`config.mk`:
```
export PLATFORM = sky130hd
export DESIGN_NAME = uwire_eeprom_core
export DESIGN_NICKNAME = d
export VERILOG_FILES = /design/src/rtl/uw_pkg.sv /design/src/rtl/uw_sync.sv /design/src/rtl/uw_prog_timer.sv /design/src/rtl/uw_array.sv /design/src/rtl/uwire_eeprom_core.sv
export SDC_FILE = /design/constraint.sdc
export NUM_CORES = 2
export LEC_CHECK = 0
export BUFFER_PORTS_ARGS = -buffer_cell sky130_fd_sc_hd__buf_2
export CORE_UTILIZATION = 32
export CTS_CLUSTER_DIAMETER = 100
export DETAILED_ROUTE_END_ITERATION = 8
export PLACE_DENSITY = 0.45
export SLEW_MARGIN = 0
export SYNTH_ARGS = -nofsm -noshare
export SYNTH_HDL_FRONTEND = slang
export SYNTH_HIERARCHICAL = 1
export SYNTH_SLANG_ARGS = --single-unit
```
`constraint.sdc`:
```
create_clock -name clk -period 3.7 [get_ports clk]
set_clock_uncertainty 0.1 [all_clocks]
set_input_delay 0.74 -clock clk [delete_from_list [all_inputs] [get_ports clk]]
set_output_delay 0.74 -clock clk [all_outputs]
set_load 0.01 [all_outputs]
```
`src/rtl/uw_pkg.sv`:
```
package uw_pkg;
  typedef enum logic [2:0] {
    ST_IDLE, ST_HUNT, ST_CMD, ST_DATA, ST_ARMED, ST_READ, ST_IGNORE, ST_STATUS
  } uw_state_e;

  typedef enum logic [2:0] {
    MOP_NONE, MOP_WRITE, MOP_ERASE, MOP_ERAL, MOP_WRAL
  } uw_mop_e;

  localparam logic [1:0] OPC_READ  = 2'b10;
  localparam logic [1:0] OPC_WRITE = 2'b01;
  localparam logic [1:0] OPC_ERASE = 2'b11;
  localparam logic [1:0] OPC_EXT   = 2'b00;
  localparam logic [1:0] EXT_WEN   = 2'b11;
  localparam logic [1:0] EXT_WDS   = 2'b00;
  localparam logic [1:0] EXT_ERAL  = 2'b10;
  localparam logic [1:0] EXT_WRAL  = 2'b01;
endpackage

```
`src/rtl/uw_sync.sv`:
```
module uw_sync #(
  parameter int STAGES = 2
) (
  input  logic clk,
  input  logic rst_n,
  input  logic a_i,
  output logic lvl_o
);
  logic [STAGES-1:0] pipe;

  always_ff @(posedge clk or negedge rst_n) begin
    if (!rst_n) pipe[0] <= 1'b0;
    else        pipe[0] <= a_i;
  end

  for (genvar g = 1; g < STAGES; g++) begin : g_stage
    always_ff @(posedge clk or negedge rst_n) begin
      if (!rst_n) pipe[g] <= 1'b0;
      else        pipe[g] <= pipe[g-1];
    end
  end

  assign lvl_o = pipe[STAGES-1];
endmodule

```
`src/rtl/uw_prog_timer.sv`:
```
module uw_prog_timer #(
  parameter int CYCLES = 64
) (
  input  logic clk,
  input  logic rst_n,
  input  logic start_i,
  output logic busy_o
);
  localparam int CNTW = $clog2(CYCLES + 1);
  logic [CNTW-1:0] cnt_q;

  always_ff @(posedge clk or negedge rst_n) begin
    if (!rst_n)             cnt_q <= '0;
    else if (start_i)       cnt_q <= CNTW'(CYCLES);
    else if (cnt_q != '0)   cnt_q <= cnt_q - 1'b1;
  end

  assign busy_o = (cnt_q != '0);
endmodule

```
`src/rtl/uw_array.sv`:
```
module uw_array import uw_pkg::*; #(
  parameter int WORD_W = 16,
  parameter int DEPTH  = 64
) (
  input  logic                         clk,
  input  logic                         rst_n,
  input  logic                         org_i,
  input  logic [$clog2(DEPTH):0]       rd_addr_i,
  output logic [WORD_W-1:0]            rd_data_o,
  input  uw_mop_e                      op_i,
  input  logic [$clog2(DEPTH):0]       wr_addr_i,
  input  logic [WORD_W-1:0]            wr_data_i
);
  localparam int HALF = WORD_W / 2;
  localparam int AW16 = $clog2(DEPTH);

  logic [WORD_W-1:0] mem [DEPTH];
  logic [AW16-1:0]   rd_idx, wr_idx;
  logic [WORD_W-1:0] rd_word, fill_pat;

  assign rd_idx  = org_i ? rd_addr_i[AW16-1:0] : rd_addr_i[AW16:1];
  assign wr_idx  = org_i ? wr_addr_i[AW16-1:0] : wr_addr_i[AW16:1];
  assign rd_word = mem[rd_idx];
  assign rd_data_o = org_i ? rd_word
                   : {{HALF{1'b0}}, (rd_addr_i[0] ? rd_word[WORD_W-1:HALF] : rd_word[HALF-1:0])};
  assign fill_pat = org_i ? wr_data_i : {2{wr_data_i[HALF-1:0]}};

  always_ff @(posedge clk or negedge rst_n) begin
    if (!rst_n) begin
      for (int i = 0; i < DEPTH; i++) mem[i] <= '1;
    end else begin
      unique case (op_i)
        MOP_WRITE: begin
          if (org_i)             mem[wr_idx] <= wr_data_i;
          else if (wr_addr_i[0]) mem[wr_idx][WORD_W-1:HALF] <= wr_data_i[HALF-1:0];
          else                   mem[wr_idx][HALF-1:0] <= wr_data_i[HALF-1:0];
        end
        MOP_ERASE: begin
          if (org_i)             mem[wr_idx] <= '1;
          else if (wr_addr_i[0]) mem[wr_idx][WORD_W-1:HALF] <= '1;
          else                   mem[wr_idx][HALF-1:0] <= '1;
        end
        MOP_ERAL: for (int i = 0; i < DEPTH; i++) mem[i] <= '1;
        MOP_WRAL: for (int i = 0; i < DEPTH; i++) mem[i] <= mem[i] & fill_pat;
        default: ;
      endcase
    end
  end
endmodule

```
`src/rtl/uwire_eeprom_core.sv`:
```
module uwire_eeprom_core import uw_pkg::*; #(
  parameter int WORD_W      = 16,
  parameter int DEPTH       = 64,
  parameter int PROG_CYCLES = 64,
  parameter int SYNC_STAGES = 2
) (
  input  logic clk,
  input  logic rst_n,
  input  logic sel_i,
  input  logic sclk_i,
  input  logic din_i,
  input  logic org_i,
  output logic dout_o,
  output logic dout_oe_o
);
  localparam int BYTE_W = WORD_W / 2;
  localparam int AW16   = $clog2(DEPTH);
  localparam int AW8    = AW16 + 1;
  localparam int CMD_W  = AW8 + 2;
  localparam int CW     = $clog2(WORD_W + CMD_W + 1);

  logic s_lvl, c_lvl, d_lvl, s_prev, c_prev, s_rise, s_fall, c_rise;
  uw_sync #(.STAGES(SYNC_STAGES)) u_sync_s (.clk(clk), .rst_n(rst_n), .a_i(sel_i),  .lvl_o(s_lvl));
  uw_sync #(.STAGES(SYNC_STAGES)) u_sync_c (.clk(clk), .rst_n(rst_n), .a_i(sclk_i), .lvl_o(c_lvl));
  uw_sync #(.STAGES(SYNC_STAGES)) u_sync_d (.clk(clk), .rst_n(rst_n), .a_i(din_i),  .lvl_o(d_lvl));

  always_ff @(posedge clk or negedge rst_n) begin
    if (!rst_n) begin s_prev <= 1'b0; c_prev <= 1'b0; end
    else        begin s_prev <= s_lvl; c_prev <= c_lvl; end
  end
  assign s_rise = s_lvl & ~s_prev;
  assign s_fall = ~s_lvl & s_prev;
  assign c_rise = c_lvl & ~c_prev;

  uw_state_e         state_q;
  uw_mop_e           mop_q, pend_q;
  logic              wen_q, first_q, dout_q, busy;
  logic [CMD_W-2:0]  shreg_q;
  logic [CMD_W-1:0]  cmd_nxt;
  logic [CW-1:0]     bcnt_q, ocnt_q, aw_c, dw_c;
  logic [AW8-1:0]    addr_q, addr_next, addr_mask, dec_addr, rd_addr;
  logic [1:0]        dec_op, dec_ext;
  logic [WORD_W-1:0] dsr_q, osr_q, rd_data;

  // Per-view field widths and decode slices.
  assign aw_c      = org_i ? CW'(AW16) : CW'(AW8);
  assign dw_c      = org_i ? CW'(WORD_W) : CW'(BYTE_W);
  assign addr_mask = org_i ? {1'b0, {AW16{1'b1}}} : {AW8{1'b1}};
  assign addr_next = (addr_q + 1'b1) & addr_mask;
  assign cmd_nxt   = {shreg_q, d_lvl};
  assign dec_op    = org_i ? cmd_nxt[AW16+1:AW16]  : cmd_nxt[AW8+1:AW8];
  assign dec_ext   = org_i ? cmd_nxt[AW16-1:AW16-2] : cmd_nxt[AW8-1:AW8-2];
  assign dec_addr  = org_i ? {1'b0, cmd_nxt[AW16-1:0]} : cmd_nxt[AW8-1:0];
  assign rd_addr   = first_q ? addr_q : addr_next;

  uw_array #(.WORD_W(WORD_W), .DEPTH(DEPTH)) u_array (
    .clk(clk), .rst_n(rst_n), .org_i(org_i),
    .rd_addr_i(rd_addr), .rd_data_o(rd_data),
    .op_i(mop_q), .wr_addr_i(addr_q), .wr_data_i(dsr_q)
  );

  uw_prog_timer #(.CYCLES(PROG_CYCLES)) u_timer (
    .clk(clk), .rst_n(rst_n), .start_i(mop_q != MOP_NONE), .busy_o(busy)
  );

  always_ff @(posedge clk or negedge rst_n) begin
    if (!rst_n) begin
      state_q <= ST_IDLE;  mop_q <= MOP_NONE; pend_q <= MOP_NONE;
      wen_q   <= 1'b0;     first_q <= 1'b0;   dout_q <= 1'b0;
      shreg_q <= '0;       bcnt_q <= '0;      ocnt_q <= '0;
      addr_q  <= '0;       dsr_q <= '0;       osr_q <= '0;
    end else begin
      mop_q <= MOP_NONE;
      if (s_fall) begin
        if (state_q == ST_ARMED) mop_q <= pend_q;
        state_q <= ST_IDLE;
        dout_q  <= 1'b0;
      end else if (s_rise) begin
        dout_q <= 1'b0;
        if (busy)       state_q <= ST_STATUS;
        else if (c_lvl) state_q <= ST_IGNORE;
        else            state_q <= ST_HUNT;
      end else begin
        unique case (state_q)
          ST_STATUS: begin
            dout_q <= ~busy;
            if (!busy && c_rise && d_lvl) begin
              state_q <= ST_CMD; bcnt_q <= '0; dout_q <= 1'b0;
            end
          end
          ST_HUNT: if (c_rise && d_lvl) begin state_q <= ST_CMD; bcnt_q <= '0; end
          ST_CMD: if (c_rise) begin
            shreg_q <= cmd_nxt[CMD_W-2:0];
            bcnt_q  <= bcnt_q + 1'b1;
            if (bcnt_q == aw_c + 1'b1) begin
              addr_q  <= dec_addr;
              bcnt_q  <= '0;
              state_q <= ST_IGNORE;
              unique case (dec_op)
                OPC_READ: begin
                  state_q <= ST_READ; first_q <= 1'b1; ocnt_q <= '0; dout_q <= 1'b0;
                end
                OPC_WRITE: if (wen_q) begin pend_q <= MOP_WRITE; state_q <= ST_DATA; end
                OPC_ERASE: if (wen_q) begin pend_q <= MOP_ERASE; state_q <= ST_ARMED; end
                default: unique case (dec_ext)
                  EXT_WEN:  wen_q <= 1'b1;
                  EXT_WDS:  wen_q <= 1'b0;
                  EXT_ERAL: if (wen_q) begin pend_q <= MOP_ERAL; state_q <= ST_ARMED; end
                  default:  if (wen_q) begin pend_q <= MOP_WRAL; state_q <= ST_DATA; end
                endcase
              endcase
            end
          end
          ST_DATA: if (c_rise) begin
            dsr_q  <= {dsr_q[WORD_W-2:0], d_lvl};
            bcnt_q <= bcnt_q + 1'b1;
            if (bcnt_q == dw_c - 1'b1) state_q <= ST_ARMED;
          end
          ST_ARMED: if (c_rise) state_q <= ST_IGNORE;
          ST_READ: if (c_rise) begin
            if (ocnt_q == '0) begin
              if (!first_q) addr_q <= addr_next;
              first_q <= 1'b0;
              osr_q   <= rd_data;
              dout_q  <= rd_data[dw_c-1'b1];
              ocnt_q  <= dw_c - 1'b1;
            end else begin
              dout_q <= osr_q[ocnt_q-1'b1];
              ocnt_q <= ocnt_q - 1'b1;
            end
          end
          default: ;
        endcase
      end
    end
  end

  assign dout_o    = dout_q;
  assign dout_oe_o = s_lvl;
endmodule

```
==> results.ini <==
[clock_tree]
cts_buffer_depth=3
clock_latency_ps=840
htree_levels=4
clock-sinks=1108
cts_root_buf=clkbuf_16
numCtsBuffers=146
cts_tree=built
path_clk_slew_ps=60

[global_routing]
track_usage_pct=40.6
antenna_found_initial=33
grt_max_degree=201
gr-total-overflow=0
grt_pass1_wl_um=647000
grt_pass1_vias=78364

[power_and_ir_drop]
p_leak_uw=0.0340
ir_worst_vdd_mv=0.442
power_uw=69100
powerDensity_nw_per_um2=728

[layout]
final_nets=9704
drive_above_1_share_pct=33.5
fillers=21887
final_common_cell=o21ai_0
syn_to_final_growth_pct=32.1
stdcell_area_um2=94900
layout_common_cells=1611 x o21ai_0, 1199 x buf_4, 1056 x a21oi_1
fin_util_pct=42.6

[yosys]
ys_types=116
synth_area_um2=71900
yosys.area_share.xor_xnor_pct=0.110
yosys.area.top_type=dfstp_2
synth_edf_count=0
ys.flop_type=dfstp_2
synthesis.nets=8824
avgSynthCellArea_um2=8.16
synthArstFlopShare_pct=100
synth_compound_area_share_pct=34.5
synthCells=8808
synthMuxAreaShare_pct=6.05
synth_top_family_by_area=compound AO/OA/AOI/OAI gates
yosysSeqAreaShare_pct=40.4
yosys.area_share.adder_pct=0.174
yosysWarningCount=6
synth_top_area_share_pct=37.4
synth_area_leaders=dfstp_2 37%, o21ai_0 11%, a21oi_1 7.5%
synthSimpleGateAreaFrac_pct=13.6
ys_ff_latch=1108

[sta]
relSlewSlack_pct=-12.2
finalWorstSetupSlack_ps=-361
fin_crit_ps=4060
slew_violations=20
hold_violations=0
period_share_pct=110
setup-violations-final=15
max_freq_mhz=246
rsz0062_at_grt=yes
tightest_slew_ps=1670

[worst_setup_path]
path_cells=ha_4 > and4b_2 > xor2_4 > buf_12 > nand2b_4 > o22a_2 > buf_4 > a221oi_1 > buf_4 > o221ai_1 > nand4_1 > buf_6 > a21oi_4 > a2111oi_2 > mux2_4
endpoint_kind=flip-flop
crit_type=flip-flop to flip-flop
cp-start-kind=flip-flop
critPathMostFrequentCell=buf_4
reg2reg_depth=15
cp.required_ps=4380
cp.arrival_ps=4740
slowest_stage=a221oi_1
cpPeakStageDelay_ps=510
cp_max_fo=6

[floorplan]
coreArea_um2=223000
die-area_um2=226000
die_w_um=476
placementRows=173
start_util_pct=32.3
die_y_um=476
ios=8

[place]
dp_hpwl_um=331000
port_buffers=7
place_congestion=1.03
place_area_um2=86900

[flow_run]
maxCapViolCount=2

[drt]
drt_iter0_drc=12370
vias_per_cell=6.65
drt_wl_total_um=474000
wl_per_cell_um=37.1
ant_nets=0
drc=0
dr.pass1.iters=9
vias=85074

[status]
violations=max-capacitance violations, max-slew violations, negative setup slack
status=finished, violations left

[hold_path]
min_path_type=input pin to async pin

worst max-delay path: cells and delay by family, from the launching register on:
kind | cells | cell delay [ps]
AOI/OAI and AO/OA | 5 | 1520
xor gates and xnor gates | 1 | 170
adders and majority gates | 1 | 200
buffers and inverters | 4 | 710
DFF | 1 | 430
muxes | 1 | 200
and+or+nand+nor | 3 | 670
repair_timing:
item,in CTS,in global routing
endpoints found under the setup margin,17,17
hold endpoints to repair,3,0
gates cloned,4,2
buffers inserted,56,31
hold buffers,3,0
resized for setup,359,99
pin swaps,86,54
layer usage:
layer,global-route usage [%],part of all wire [%]
met5,0,0.022
met4,26.8,7.8
met3,9.75,11
met2,58.5,41
met1,53.9,40
report_power, final:
group	total (uW)	internal, uW	leakage, uW	switching [uW]
registers	20900	17200	0.0117	3630
clock network	15000	8710	0.00241	6320
logic	33200	13000	0.0198	20200
total	69100	39000	0.0340	30100
cell families (layout without fill, tap and decap cells):
group | Yosys count | count (layout)
adder cells (fa/ha/maj) | 10 | 10
flip-flops | 1108 | 1108
other | 0 | 22
AND/OR/NAND/NOR | 2200 | 2200
AO/OA/AOI/OAI | 4217 | 4217
buffers and inverters | 856 | 1852
XOR/XNOR | 9 | 9
multiplexers | 408 | 408
final cells by class:
cell class	count	area, um2	area share, %
Multi-Input combinational cell	6844	41400	43.6
Sequential cell	1108	29000	30.6
Timing Repair Buffer	1561	15700	16.6
Clock buffer	222	4370	4.61
Tap cell	2975	3720	3.92
Clock inverter	42	499	0.526
Inverter	27	116	0.123
Antenna cell	22	55.1	0.0580
through the flow:
| stage | cells | setup TNS (ps) | worst slack [ps] | hold slack, ps |
|---|---|---|---|---|
| 6_report | 12801 | -3340 | -361 | 105 |
| 5_1_grt | 12780 | -3710 | -345 | 110 |
| 4_1_cts | 12753 | -2250 | -263 | 88.4 |
| 3_5_place_dp | 12436 | -25370 | -1270 | 238 |
| 3_3_place_gp | 12436 | -21160 | -1300 | 236 |
| 2_1_floorplan | 8808 | 0 | 15.2 | 231 |
Yosys cell counts, types with 21 or more instances:
cell type  count
dfstp_2     1024
a211oi_1      52
mux2i_1      299
buf_4         65
inv_1         25
or3_1         23
nor2_1       909
nand3_1       79
nor2b_1       21
a31oi_1      212
a21oi_1     1076
nand3b_1      21
o22ai_1      266
buf_1         29
o21ai_0     1644
and2_1        21
o2bb2ai_1     47
nand2_1      583
nand2b_1      33
o211ai_1     485
o221ai_1      73
nor3_1       334
a22oi_1       27
o31ai_1       65
buf_2        190
clkbuf_1     533
dfrtp_1       84
nor4_1        46
a221oi_1      56
and3_1        31
mux2_2        97
path summary, 6_finish.rpt:
path                             startpoint             end  slack, ps
min                                   rst_n       async pin        110
min reg2reg                u_sync_c/pipe[0]  u_sync_c/lvl_o        250
max in group asynchronous             rst_n       async pin       2510
min in group clk           u_sync_c/pipe[0]  u_sync_c/lvl_o        250
max reg2reg                       addr_q[0]        osr_q[2]       -360
max                               addr_q[0]        osr_q[2]       -360
Note: power is estimated with default switching activity, not from simulation.
